===== src/rtl/ixdma_pkg.sv =====
package ixdma_pkg;
    localparam int unsigned DEF_ADDR_W     = 32;
    localparam int unsigned DEF_LEN_W      = 16;
    localparam int unsigned DEF_FRAME_W    = 16;
    localparam int unsigned DEF_MAX_CHUNKS = 8;

    typedef enum logic [1:0] {
        ST_IDLE  = 2'd0,
        ST_FETCH = 2'd1,
        ST_BEAT  = 2'd2,
        ST_FIN   = 2'd3
    } ixg_state_e;
endpackage


===== src/rtl/ixdma_chunk_tbl.sv =====
module ixdma_chunk_tbl #(
    parameter int unsigned DEPTH = 8,
    parameter int unsigned LEN_W = 16,
    localparam int unsigned IDX_W = $clog2(DEPTH)
) (
    input  logic             clk,
    input  logic             rst_n,
    input  logic             wr_en,
    input  logic [IDX_W-1:0] wr_idx,
    input  logic [LEN_W-1:0] wr_size,
    input  logic [LEN_W-1:0] wr_gap,
    input  logic [IDX_W-1:0] rd_idx,
    output logic [LEN_W-1:0] rd_size,
    output logic [LEN_W-1:0] rd_gap
);
    logic [LEN_W-1:0] size_q [DEPTH];
    logic [LEN_W-1:0] gap_q  [DEPTH];

    for (genvar e = 0; e < DEPTH; e++) begin : g_entry
        always_ff @(posedge clk or negedge rst_n) begin
            if (!rst_n) begin
                size_q[e] <= '0;
                gap_q[e]  <= '0;
            end else if (wr_en && (wr_idx == IDX_W'(e))) begin
                size_q[e] <= wr_size;
                gap_q[e]  <= wr_gap;
            end
        end
    end

    assign rd_size = size_q[rd_idx];
    assign rd_gap  = gap_q[rd_idx];
endmodule


===== src/rtl/ixdma_addr_side.sv =====
module ixdma_addr_side #(
    parameter int unsigned ADDR_W = 32,
    parameter int unsigned LEN_W  = 16
) (
    input  logic              clk,
    input  logic              rst_n,
    input  logic              load,
    input  logic [ADDR_W-1:0] start_addr,
    input  logic              inc_en,
    input  logic              scat_en,
    input  logic              step,
    input  logic              chunk_end,
    input  logic [LEN_W-1:0]  gap,
    output logic [ADDR_W-1:0] addr
);
    logic [ADDR_W-1:0] addr_q, addr_d;
    logic              inc_q, scat_q;
    logic [ADDR_W-1:0] gap_add;

    always_comb begin
        gap_add = (scat_q && chunk_end) ? {{(ADDR_W-LEN_W){1'b0}}, gap} : '0;
        addr_d  = addr_q;
        if (load) begin
            addr_d = start_addr;
        end else if (inc_q && (step || chunk_end)) begin
            addr_d = addr_q + ADDR_W'(step) + gap_add;
        end
    end

    always_ff @(posedge clk or negedge rst_n) begin
        if (!rst_n) begin
            addr_q <= '0;
            inc_q  <= 1'b0;
            scat_q <= 1'b0;
        end else begin
            addr_q <= addr_d;
            if (load) begin
                inc_q  <= inc_en;
                scat_q <= scat_en;
            end
        end
    end

    assign addr = addr_q;

    AST_FIXED_HOLD: assert property (@(posedge clk) disable iff (!rst_n)
        (!inc_q && !load) |=> $stable(addr_q));

    AST_CONTIG_STEP: assert property (@(posedge clk) disable iff (!rst_n)
        (inc_q && !scat_q && step && !load) |=> (addr_q == $past(addr_q) + ADDR_W'(1)));
endmodule


===== src/rtl/ixdma_addr_gen.sv =====
module ixdma_addr_gen
    import ixdma_pkg::*;
#(
    parameter int unsigned ADDR_W     = DEF_ADDR_W,
    parameter int unsigned LEN_W      = DEF_LEN_W,
    parameter int unsigned FRAME_W    = DEF_FRAME_W,
    parameter int unsigned MAX_CHUNKS = DEF_MAX_CHUNKS,
    localparam int unsigned IDX_W = $clog2(MAX_CHUNKS),
    localparam int unsigned CNT_W = $clog2(MAX_CHUNKS + 1)
) (
    input  logic               clk,
    input  logic               rst_n,
    input  logic               start,
    input  logic [ADDR_W-1:0]  src_start,
    input  logic [ADDR_W-1:0]  dst_start,
    input  logic               src_inc,
    input  logic               src_scat,
    input  logic               dst_inc,
    input  logic               dst_scat,
    input  logic [FRAME_W-1:0] num_frames,
    input  logic [CNT_W-1:0]   num_chunks,
    input  logic               tbl_we,
    input  logic [IDX_W-1:0]   tbl_idx,
    input  logic [LEN_W-1:0]   tbl_size,
    input  logic [LEN_W-1:0]   tbl_gap,
    input  logic               beat_ready,
    output logic               beat_valid,
    output logic [ADDR_W-1:0]  beat_src,
    output logic [ADDR_W-1:0]  beat_dst,
    output logic               busy,
    output logic               done
);
    ixg_state_e state_q, state_d;

    logic [FRAME_W-1:0] frames_left_q;
    logic [CNT_W-1:0]   nchunks_q;
    logic [IDX_W-1:0]   cidx_q;
    logic [LEN_W-1:0]   bytes_left_q;
    logic [LEN_W-1:0]   rd_size, rd_gap;
    logic               start_ok, step, chunk_end, last_chunk, last_frame;

    assign start_ok   = start && (state_q == ST_IDLE);
    assign last_chunk = ((CNT_W'(cidx_q) + CNT_W'(1)) == nchunks_q);
    assign last_frame = (frames_left_q == FRAME_W'(1));

    ixdma_chunk_tbl #(.DEPTH(MAX_CHUNKS), .LEN_W(LEN_W)) tbl_i (
        .clk     (clk),
        .rst_n   (rst_n),
        .wr_en   (tbl_we && (state_q == ST_IDLE)),
        .wr_idx  (tbl_idx),
        .wr_size (tbl_size),
        .wr_gap  (tbl_gap),
        .rd_idx  (cidx_q),
        .rd_size (rd_size),
        .rd_gap  (rd_gap)
    );

    ixdma_addr_side #(.ADDR_W(ADDR_W), .LEN_W(LEN_W)) src_side_i (
        .clk        (clk),
        .rst_n      (rst_n),
        .load       (start_ok),
        .start_addr (src_start),
        .inc_en     (src_inc),
        .scat_en    (src_scat),
        .step       (step),
        .chunk_end  (chunk_end),
        .gap        (rd_gap),
        .addr       (beat_src)
    );

    ixdma_addr_side #(.ADDR_W(ADDR_W), .LEN_W(LEN_W)) dst_side_i (
        .clk        (clk),
        .rst_n      (rst_n),
        .load       (start_ok),
        .start_addr (dst_start),
        .inc_en     (dst_inc),
        .scat_en    (dst_scat),
        .step       (step),
        .chunk_end  (chunk_end),
        .gap        (rd_gap),
        .addr       (beat_dst)
    );

    // state register
    always_ff @(posedge clk or negedge rst_n) begin
        if (!rst_n) state_q <= ST_IDLE;
        else        state_q <= state_d;
    end

    // next state and walk strobes
    always_comb begin
        state_d   = state_q;
        step      = 1'b0;
        chunk_end = 1'b0;
        unique case (state_q)
            ST_IDLE: begin
                if (start_ok) begin
                    state_d = ((num_frames == '0) || (num_chunks == '0)) ? ST_FIN : ST_FETCH;
                end
            end
            ST_FETCH: begin
                if (rd_size == '0) begin
                    chunk_end = 1'b1;
                    if (last_chunk && last_frame) state_d = ST_FIN;
                end else begin
                    state_d = ST_BEAT;
                end
            end
            ST_BEAT: begin
                if (beat_ready) begin
                    step = 1'b1;
                    if (bytes_left_q == LEN_W'(1)) begin
                        chunk_end = 1'b1;
                        state_d   = (last_chunk && last_frame) ? ST_FIN : ST_FETCH;
                    end
                end
            end
            ST_FIN:  state_d = ST_IDLE;
            default: state_d = ST_IDLE;
        endcase
    end

    // outputs
    always_comb begin
        beat_valid = (state_q == ST_BEAT);
        busy       = (state_q == ST_FETCH) || (state_q == ST_BEAT);
        done       = (state_q == ST_FIN);
    end

    // walk counters
    always_ff @(posedge clk or negedge rst_n) begin
        if (!rst_n) begin
            frames_left_q <= '0;
            nchunks_q     <= '0;
            cidx_q        <= '0;
            bytes_left_q  <= '0;
        end else begin
            if (start_ok) begin
                frames_left_q <= num_frames;
                nchunks_q     <= num_chunks;
                cidx_q        <= '0;
            end
            if ((state_q == ST_FETCH) && (rd_size != '0)) begin
                bytes_left_q <= rd_size;
            end else if (step) begin
                bytes_left_q <= bytes_left_q - LEN_W'(1);
            end
            if (chunk_end) begin
                if (last_chunk) begin
                    cidx_q        <= '0;
                    frames_left_q <= frames_left_q - FRAME_W'(1);
                end else begin
                    cidx_q <= cidx_q + IDX_W'(1);
                end
            end
        end
    end

    AST_CHUNKS_LEGAL: assert property (@(posedge clk) disable iff (!rst_n)
        start_ok |-> (num_chunks <= CNT_W'(MAX_CHUNKS)));

    AST_STALL_HOLD: assert property (@(posedge clk) disable iff (!rst_n)
        (beat_valid && !beat_ready) |=> (beat_valid && $stable(beat_src) && $stable(beat_dst)));

    AST_DONE_PULSE: assert property (@(posedge clk) disable iff (!rst_n)
        done |=> !done);

    AST_NO_ABORT: assert property (@(posedge clk) disable iff (!rst_n)
        busy |=> (busy || done));

    AST_ZERO_FINISH: assert property (@(posedge clk) disable iff (!rst_n)
        (start_ok && ((num_frames == '0) || (num_chunks == '0))) |=> (done && !beat_valid));
endmodule


===== config.mk =====
export PLATFORM = sky130hd
export DESIGN_NAME = ixdma_addr_gen
export DESIGN_NICKNAME = d
export VERILOG_FILES = /design/src/rtl/ixdma_pkg.sv /design/src/rtl/ixdma_chunk_tbl.sv /design/src/rtl/ixdma_addr_side.sv /design/src/rtl/ixdma_addr_gen.sv
export SDC_FILE = /design/constraint.sdc
export NUM_CORES = 1
export LEC_CHECK = 0
export CAP_MARGIN = 20
export CORE_MARGIN = 3
export CORE_UTILIZATION = 50
export DETAILED_ROUTE_END_ITERATION = 16
export GPL_TIMING_DRIVEN = 0
export MAX_ROUTING_LAYER = met4
export PLACE_DENSITY_LB_ADDON = 0.25
export REMOVE_ABC_BUFFERS = 1
export SLEW_MARGIN = 20
export SYNTH_ARGS = -nofsm -noshare
export SYNTH_HDL_FRONTEND = slang
export SYNTH_SLANG_ARGS = --single-unit

===== constraint.sdc =====
create_clock -name clk -period 6.4 [get_ports clk]
set_input_delay 1.28 -clock clk [delete_from_list [all_inputs] [get_ports clk]]
set_output_delay 1.28 -clock clk [all_outputs]
set_load 0.02 [all_outputs]

## After elaboration in Yosys (flattened, before gate mapping)

Cells that the tools add are included.

| storage, ports and cells | value |
|---|---|
| logic and storage cells | 118 |
| output and inout port bits | 67 |
| bits of input ports | 128 |
| flip-flop bits (word level) | 365 |

| cells by class | value |
|---|---|
| add/sub/neg operators | 8 |
| reduce and logical (&&, ||, !) cells | 30 |
| muxes and demuxes | 34 |
| order comparisons | 1 |
| bitwise logic cells | 1 |
| equal/unequal tests | 17 |

Operators with widths:

| cell | count |
|---|---|
| two-way mux 16 bit | 11 |
| two-way mux 32 bit | 4 |
| binary-select mux 16 bit (select 3 bit) | 2 |
| adder 32 x 1 -> 32 bit | 2 |
| adder 32 bit | 2 |
| equality test 16 x 1 -> 1 bit, second input constant | 2 |
| zero test 16 bit | 2 |
| subtractor 16 x 1 -> 16 bit, second input constant | 2 |
| logical AND 1 bit | 16 |
| nonzero test 16 bit | 1 |
| two-way mux 2 bit | 7 |
| equality test 3 bit, second input constant | 4 |
| two-way mux 3 bit | 3 |
| case mux 2 bit (4 select lines) | 1 |
| nonzero test 2 bit | 4 |
| equality test 3 x 2 -> 1 bit, second input constant | 2 |
| two-way mux 1 bit | 5 |
| adder 3 x 1 -> 4 bit, second input constant | 1 |
| equality test 2 bit, second input constant | 2 |
| equality test 4 bit | 1 |
| greater-or-equal comparator 4 bit, second input constant | 1 |
| zero test 4 bit | 1 |
| != test 2 x 1 -> 1 bit, second input constant | 2 |
| NOT 3 -> 4 bit | 1 |
| 10 further kinds | 12 |

## Depth between registers and ports, before layout

| depth | value |
|---|---|
| word-level depth | 12 |
| mapped depth | 24 |
| mapped depth without buffers | 20 |

## Cells and area by module

A second synthesis with hierarchy kept.

| unflattened totals | value |
|---|---|
| cells, all modules | 1739 |
| area, all modules | 20632.3 um^2 |

Modules (own cells, without submodules):

| module | seq. area each (um^2) | cells an instance | area an instance (um^2) | times used |
|---|---|---|---|---|
| ixdma_chunk_tbl | 6406.1 | 665 | 11639.9 | 1 |
| ixdma_addr_side at src_side_i | 850.8 | 394 | 3190.6 | 1 |
| ixdma_addr_gen | 1026.0 | 327 | 2914.0 | 1 |
| ixdma_addr_side at dst_side_i | 850.8 | 353 | 2887.8 | 1 |

## Worst setup path before layout

OpenSTA, ideal clock, no wires.

| path | value |
|---|---|
| path type | reg-to-reg |
| from | register cidx_q[1] |
| to | register dst_side_i.addr_q[19], in the netlist dst_side_i.addr[19] |
| data arrival time | 5241 ps |
| stages on the path, launching flop included | 18 |
| library setup time | 137 ps |
| slack | 1023 ps |
| clock period less this slack | 5377 ps |
| buffers on the path | 5 |
| required time | 6263 ps |
| path through | dfrtp_1 > buf_2 > buf_1 > buf_1 > clkbuf_1 > clkbuf_1 > mux4_2 > mux2i_1 > nor2_1 > ha_1 > a2111o_1 > o21ai_0 > o31ai_1 > or4_1 > a31oi_1 > nor4b_1 > xnor2_1 > a21oi_1 |

| on the way | value |
|---|---|
| cells in the longest elaborated chain, start to end | 12 |
| elaborated cells between the ends (all ways) | 18 |
| classes of those cells | add/sub: 1; mux: 11; bitwise: 1; reduce/logical: 5 |

Ends and longest elaborated chain:

| item | line | RTL |
|---|---|---|
| from (decl) | ixdma_addr_gen.sv:37 | `logic [IDX_W-1:0] cidx_q;` |
| from (signal assigned) | ixdma_addr_gen.sv:153 | `cidx_q <= cidx_q + IDX_W'(1);` |
| NOT 3 -> 4 bit (not written as such) * | ixdma_chunk_tbl.sv:31, ixdma_chunk_tbl.sv:32 |  |
| binary-select mux 16 bit (select 3 bit) | ixdma_chunk_tbl.sv:31 | `assign rd_size = size_q[rd_idx];` |
| two-way mux 16 bit (not written as such) (2 in series) | ixdma_chunk_tbl.sv:31 |  |
| zero test 16 bit | ixdma_addr_gen.sv:102 | `if (rd_size == '0) begin` |
| two-way mux 1 bit | ixdma_addr_gen.sv:102 |  |
| case mux 1 bit (2 select lines) | ixdma_addr_gen.sv:95 | `unique case (state_q)` |
| logical AND 1 bit | ixdma_addr_side.sv:21 | `gap_add = (scat_q && chunk_end) ? {{(ADDR_W-LEN_W){1'b0}}, gap} : '0;` |
| two-way mux 16 bit | ixdma_addr_side.sv:21 |  |
| adder 32 bit | ixdma_addr_side.sv:26 | `addr_d = addr_q + ADDR_W'(step) + gap_add;` |
| two-way mux 32 bit | ixdma_addr_side.sv:25 | `end else if (inc_q && (step \|\| chunk_end)) begin` |
| two-way mux 32 bit | ixdma_addr_side.sv:23 | `if (load) begin` |
| to (signal assigned) | ixdma_addr_side.sv:36 | `addr_q <= addr_d;` |
| to (decl) | ixdma_addr_side.sv:16 | `logic [ADDR_W-1:0] addr_q, addr_d;` |

Every way passes the cells marked *; elsewhere a longest branch is shown, timed or not. The select of a mux whose other input is x is not followed.
A chain may end at the register's enable or synchronous reset.

## Final worst setup path

| path | value |
|---|---|
| from | register cidx_q[2] |
| to | register src_side_i.addr_q[30], in the netlist src_side_i.addr[30] |

| on the way | value |
|---|---|
| cells in the longest elaborated chain, start to end | 12 |
| elaborated cells between the ends (all ways) | 18 |
| classes of those cells | add/sub: 1; mux: 11; bitwise: 1; reduce/logical: 5 |

Ends and longest elaborated chain:

| item | line |
|---|---|
| NOT 3 -> 4 bit (not written as such) * | ixdma_chunk_tbl.sv:31, ixdma_chunk_tbl.sv:32 |
| binary-select mux 16 bit (select 3 bit) | ixdma_chunk_tbl.sv:31 |
| two-way mux 16 bit (not written as such) (2 in series) | ixdma_chunk_tbl.sv:31 |
| zero test 16 bit | ixdma_addr_gen.sv:102 |
| two-way mux 1 bit | ixdma_addr_gen.sv:102 |
| case mux 1 bit (2 select lines) | ixdma_addr_gen.sv:95 |
| logical AND 1 bit | ixdma_addr_side.sv:21 |
| two-way mux 16 bit | ixdma_addr_side.sv:21 |
| adder 32 bit | ixdma_addr_side.sv:26 |
| two-way mux 32 bit | ixdma_addr_side.sv:25 |
| two-way mux 32 bit | ixdma_addr_side.sv:23 |
| to (signal assigned) | ixdma_addr_side.sv:36 |
| to (decl) | ixdma_addr_side.sv:16 |

Marks and branches as above.

==> key figures <==
STA
  • Final setup viols: 0
  • Skew final: 0.0107 ns
  • F_max: 164 MHz
  • Slew headroom: 27.9%
  • Slew @ Worst Pin: 1.08 ns
  • Setup ws final: 0.304 ns
  • Sum Neg Setup Slack: 0 ns
  • Clock period minus worst slack: 6.10 ns
  • Pins over their slew limit: 0
  • Final Cycle Share: 95.2%
  • Final hold vios: 0

Clock tree
  • CTS Buf Count: 40
  • CTS tree: done
  • Clock Sinks: 365
  • Clk buf depth: 3
  • Clk slew on worst S/H paths: 0.06 ns
  • Number of H-tree levels: 2
  • Root buf cell: clkbuf_16
  • Worst skew pair latency: 0.53 ns

Outcome
  • Outcome: complete, no violations

Detailed routing
  • Routed WL: 49.5 mm
  • Initial DRC Count: 860
  • Via-to-Cell Ratio: 5.89
  • DR vias: 13975
  • Pre-Repair DR Iteration Count: 5
  • Antenna-violating nets left: 0
  • # DRC: 0
  • Wire per inst: 20.8 um

Global route
  • Largest net degree at the start of global routing: 97
  • Vias in the first global route: 14250
  • Antenna violations before repair: 7
  • GR Util All Layers: 24.2%
  • Grt ovf: 0
  • Global-route wire length before repair: 78.2 mm

Floorplan
  • Initial Util: 51.1%
  • Ports: 195
  • Site Rows: 71
  • Die outline area: 41100 um^2
  • Die width: 203 um
  • Die height: 203 um
  • Core area: 37900 um^2

Layout
  • Area Overhead vs Synth: 21.6%
  • Final core utilization: 62.1%
  • Area of the multi-input gates: 9900 um^2
  • Fill cells: 2983
  • Final instance area: 23500 um^2
  • Storage cell area: 9150 um^2
  • Share of cells above drive strength 1: 24.9%
  • Layout net count: 1999

Critical path
  • Worst reg2reg path startpoint: cidx_q[2]$_DFFE_PN0P_
  • Crit path launch type: register
  • WP data required: 6.80 ns
  • Crit path DAT: 6.50 ns
  • CP Capture Type: register
  • Crit path launch: cidx_q[2]$_DFFE_PN0P_
  • Max Fanout on Critical Path: 34
  • Setup CP Type: reg2reg

Worst hold path
  • Class of the worst hold path: reg2reg
  • Min-delay src: tbl_i.size_q[1]$_DFFE_PN0P_

Placement
  • Post-DP HPWL: 34.2 mm
  • Placer Congestion: 0.856
  • DP Area: 22100 um^2
  • Setup WS pre-CTS: -0.718 ns
  • IO buf count: 194

Synth
  • Number of distinct library cells after synthesis: 68
  • Synth Instances: 1656
  • Share of the synthesized area in the top cell type: 47.2%
  • Area leader, netlist: dfrtp_1
  • Commonest cells in the netlist: 365 x dfrtp_1, 270 x mux2_2, 149 x nand2_1, 103 x nor2_1, 67 x o21ai_0
  • Post-synth top flop: dfrtp_1
  • Top-count cell post-synth: dfrtp_1
  • Ys async rst share: 100%
  • Yosys warns: 0
  • Sequential fraction of the synthesis area: 47.2%
  • Avg Cell Area, Syn: 11.7 um^2
  • Number of synthesized register bits: 365
  • Mapped cell area: 19400 um^2
  • Top post-synthesis cells by area: dfrtp_1 47%, mux2_2 16%, mux4_2 6.7%, mux2i_1 3.0%, nand2_1 2.9%
  • Post-synth EDFFs: 0

Pwr
  • Total Power: 9.91 mW
  • Peak VDD IR: 0.196 mV
  • Leak: 9.69 nW
  • Power density over the cells: 421 nW/um^2

Flow run
  • Max cap viols: 0
## worst max-delay path: stages, from the launching register on
cell and delay [ns]:
dfrtp_4 0.62, buf_12 0.23, o311ai_1 0.35, o21ai_1 0.14, o41ai_2 0.41, o21ai_1 0.17, nor4b_4 0.44, a22oi_2 0.19
nor2_2 0.27, nand3_1 0.15, fa_1 0.42, inv_1 0.09, fa_1 0.20, a21oi_1 0.11, o211ai_1 0.32, o41ai_2 0.18
o311ai_2 0.34, nor4_1 0.10, or4_4 0.61, nor4_2 0.35, xnor2_1 0.16, o21ai_0 0.09
## cell families after synthesis
logic type / synth area share, %
and+or+nand+nor: 11.4
muxes: 25.4
DFF: 47.2
AOI/OAI and AO/OA: 7.25
buffers and inverters: 2.49
xor gates and xnor gates: 3.30
adders and majority gates: 3.00
## per-layer routing
layer	track usage (%)	vias up	wire, um	part of all wire [%]
li1	-	6411	-	-
met3	5.36	71	3470	7.0
met5	-	-	0	0
met2	38.6	413	23200	47
met4	5.30	0	954	1.9
met1	32.2	7080	21800	44
## through the flow
stage                     hold slack [ns]  std cells
after CTS                           0.501       2365
after global placement              0.483       2272
after detailed placement            0.489       2292
final                               0.499       2374
after global routing                0.511       2374
after floorplan                     0.465       1567
## cell usage in the layout, fill, tap and decap left out, drive strengths merged, types with 6 or more instances in the layout
cell type and instances:
clkdlybuf4s50 193, or3 7, nor3 47, nand2b 19
o31ai 6, xor2 17, clkinv 10, nand2 150
o21ai 74, o211ai 9, and3 11, nor4b 9
mux2 270, o221a 10, dfrtp 365, nand4 9
buf 25, diode 7, a31oi 23, mux4 58
or4 12, ha 40, a21oi 38, o21bai 6
a211oi 18, nor2 104, nand3 33, o21a 6
inv 27, mux2i 58, and2 7, xnor2 56
clkbuf 60, nor2b 10, nor4 26
## where the power goes
| part | total, mW | internal, mW | switching, mW |
|---|---|---|---|
| sequential | 4.12 | 3.35 | 0.762 |
| clock | 2.26 | 1.34 | 0.920 |
| combinational | 3.54 | 1.87 | 1.67 |
## cell type report
cell class / instances / area share, %
multi-input combinational: 1174 / 42.1
sequential: 365 / 38.8
timing repair buffer: 218 / 10.4
clock buffer: 60 / 5.13
tap: 511 / 2.72
inverter: 28 / 0.446
clock inverter: 11 / 0.351
antenna: 7 / 0.0744
## sequential cells by signal, indices dropped and copies added, names as in the netlist
register / cells
dst_side_i.scat_q: 1
bytes_left_q: 16
frames_left_q: 16
nchunks_q: 4
tbl_i.size_q: 128
dst_side_i.inc_q: 1
cidx_q: 3
src_side_i.addr: 32
tbl_i.gap_q: 128
state_q: 2
dst_side_i.addr: 32
src_side_i.inc_q: 1
src_side_i.scat_q: 1
## final timing paths
| check | endpoint | slack (ns) | depth (start not counted) |
|---|---|---|---|
| setup / recovery | src_side_i.addr[30]$_DFFE_PN0P_ | 0.30 | 21 |
| hold / removal | tbl_i.size_q[1]$_DFFE_PN0P_ | 0.50 | 1 |
| setup reg to reg | src_side_i.addr[30]$_DFFE_PN0P_ | 0.30 | 21 |
| hold reg to reg | tbl_i.size_q[1]$_DFFE_PN0P_ | 0.50 | 1 |
| max in group asynchronous | tbl_i.size_q[79]$_DFFE_PN0P_ | 4.19 | 4 |
| min in group asynchronous | src_side_i.addr[27]$_DFFE_PN0P_ | 0.61 | 1 |
## repair_timing
| action | in CTS | in global routing |
|---|---|---|
| gates resized for setup | 7 | 10 |
| endpoints found under the setup margin | 28 | 34 |
| hold buffers | 0 | 0 |
| setup buffers | 2 | 2 |
| pin swaps | 2 | 3 |
No activity file was read; power rests on OpenSTA's default activity.
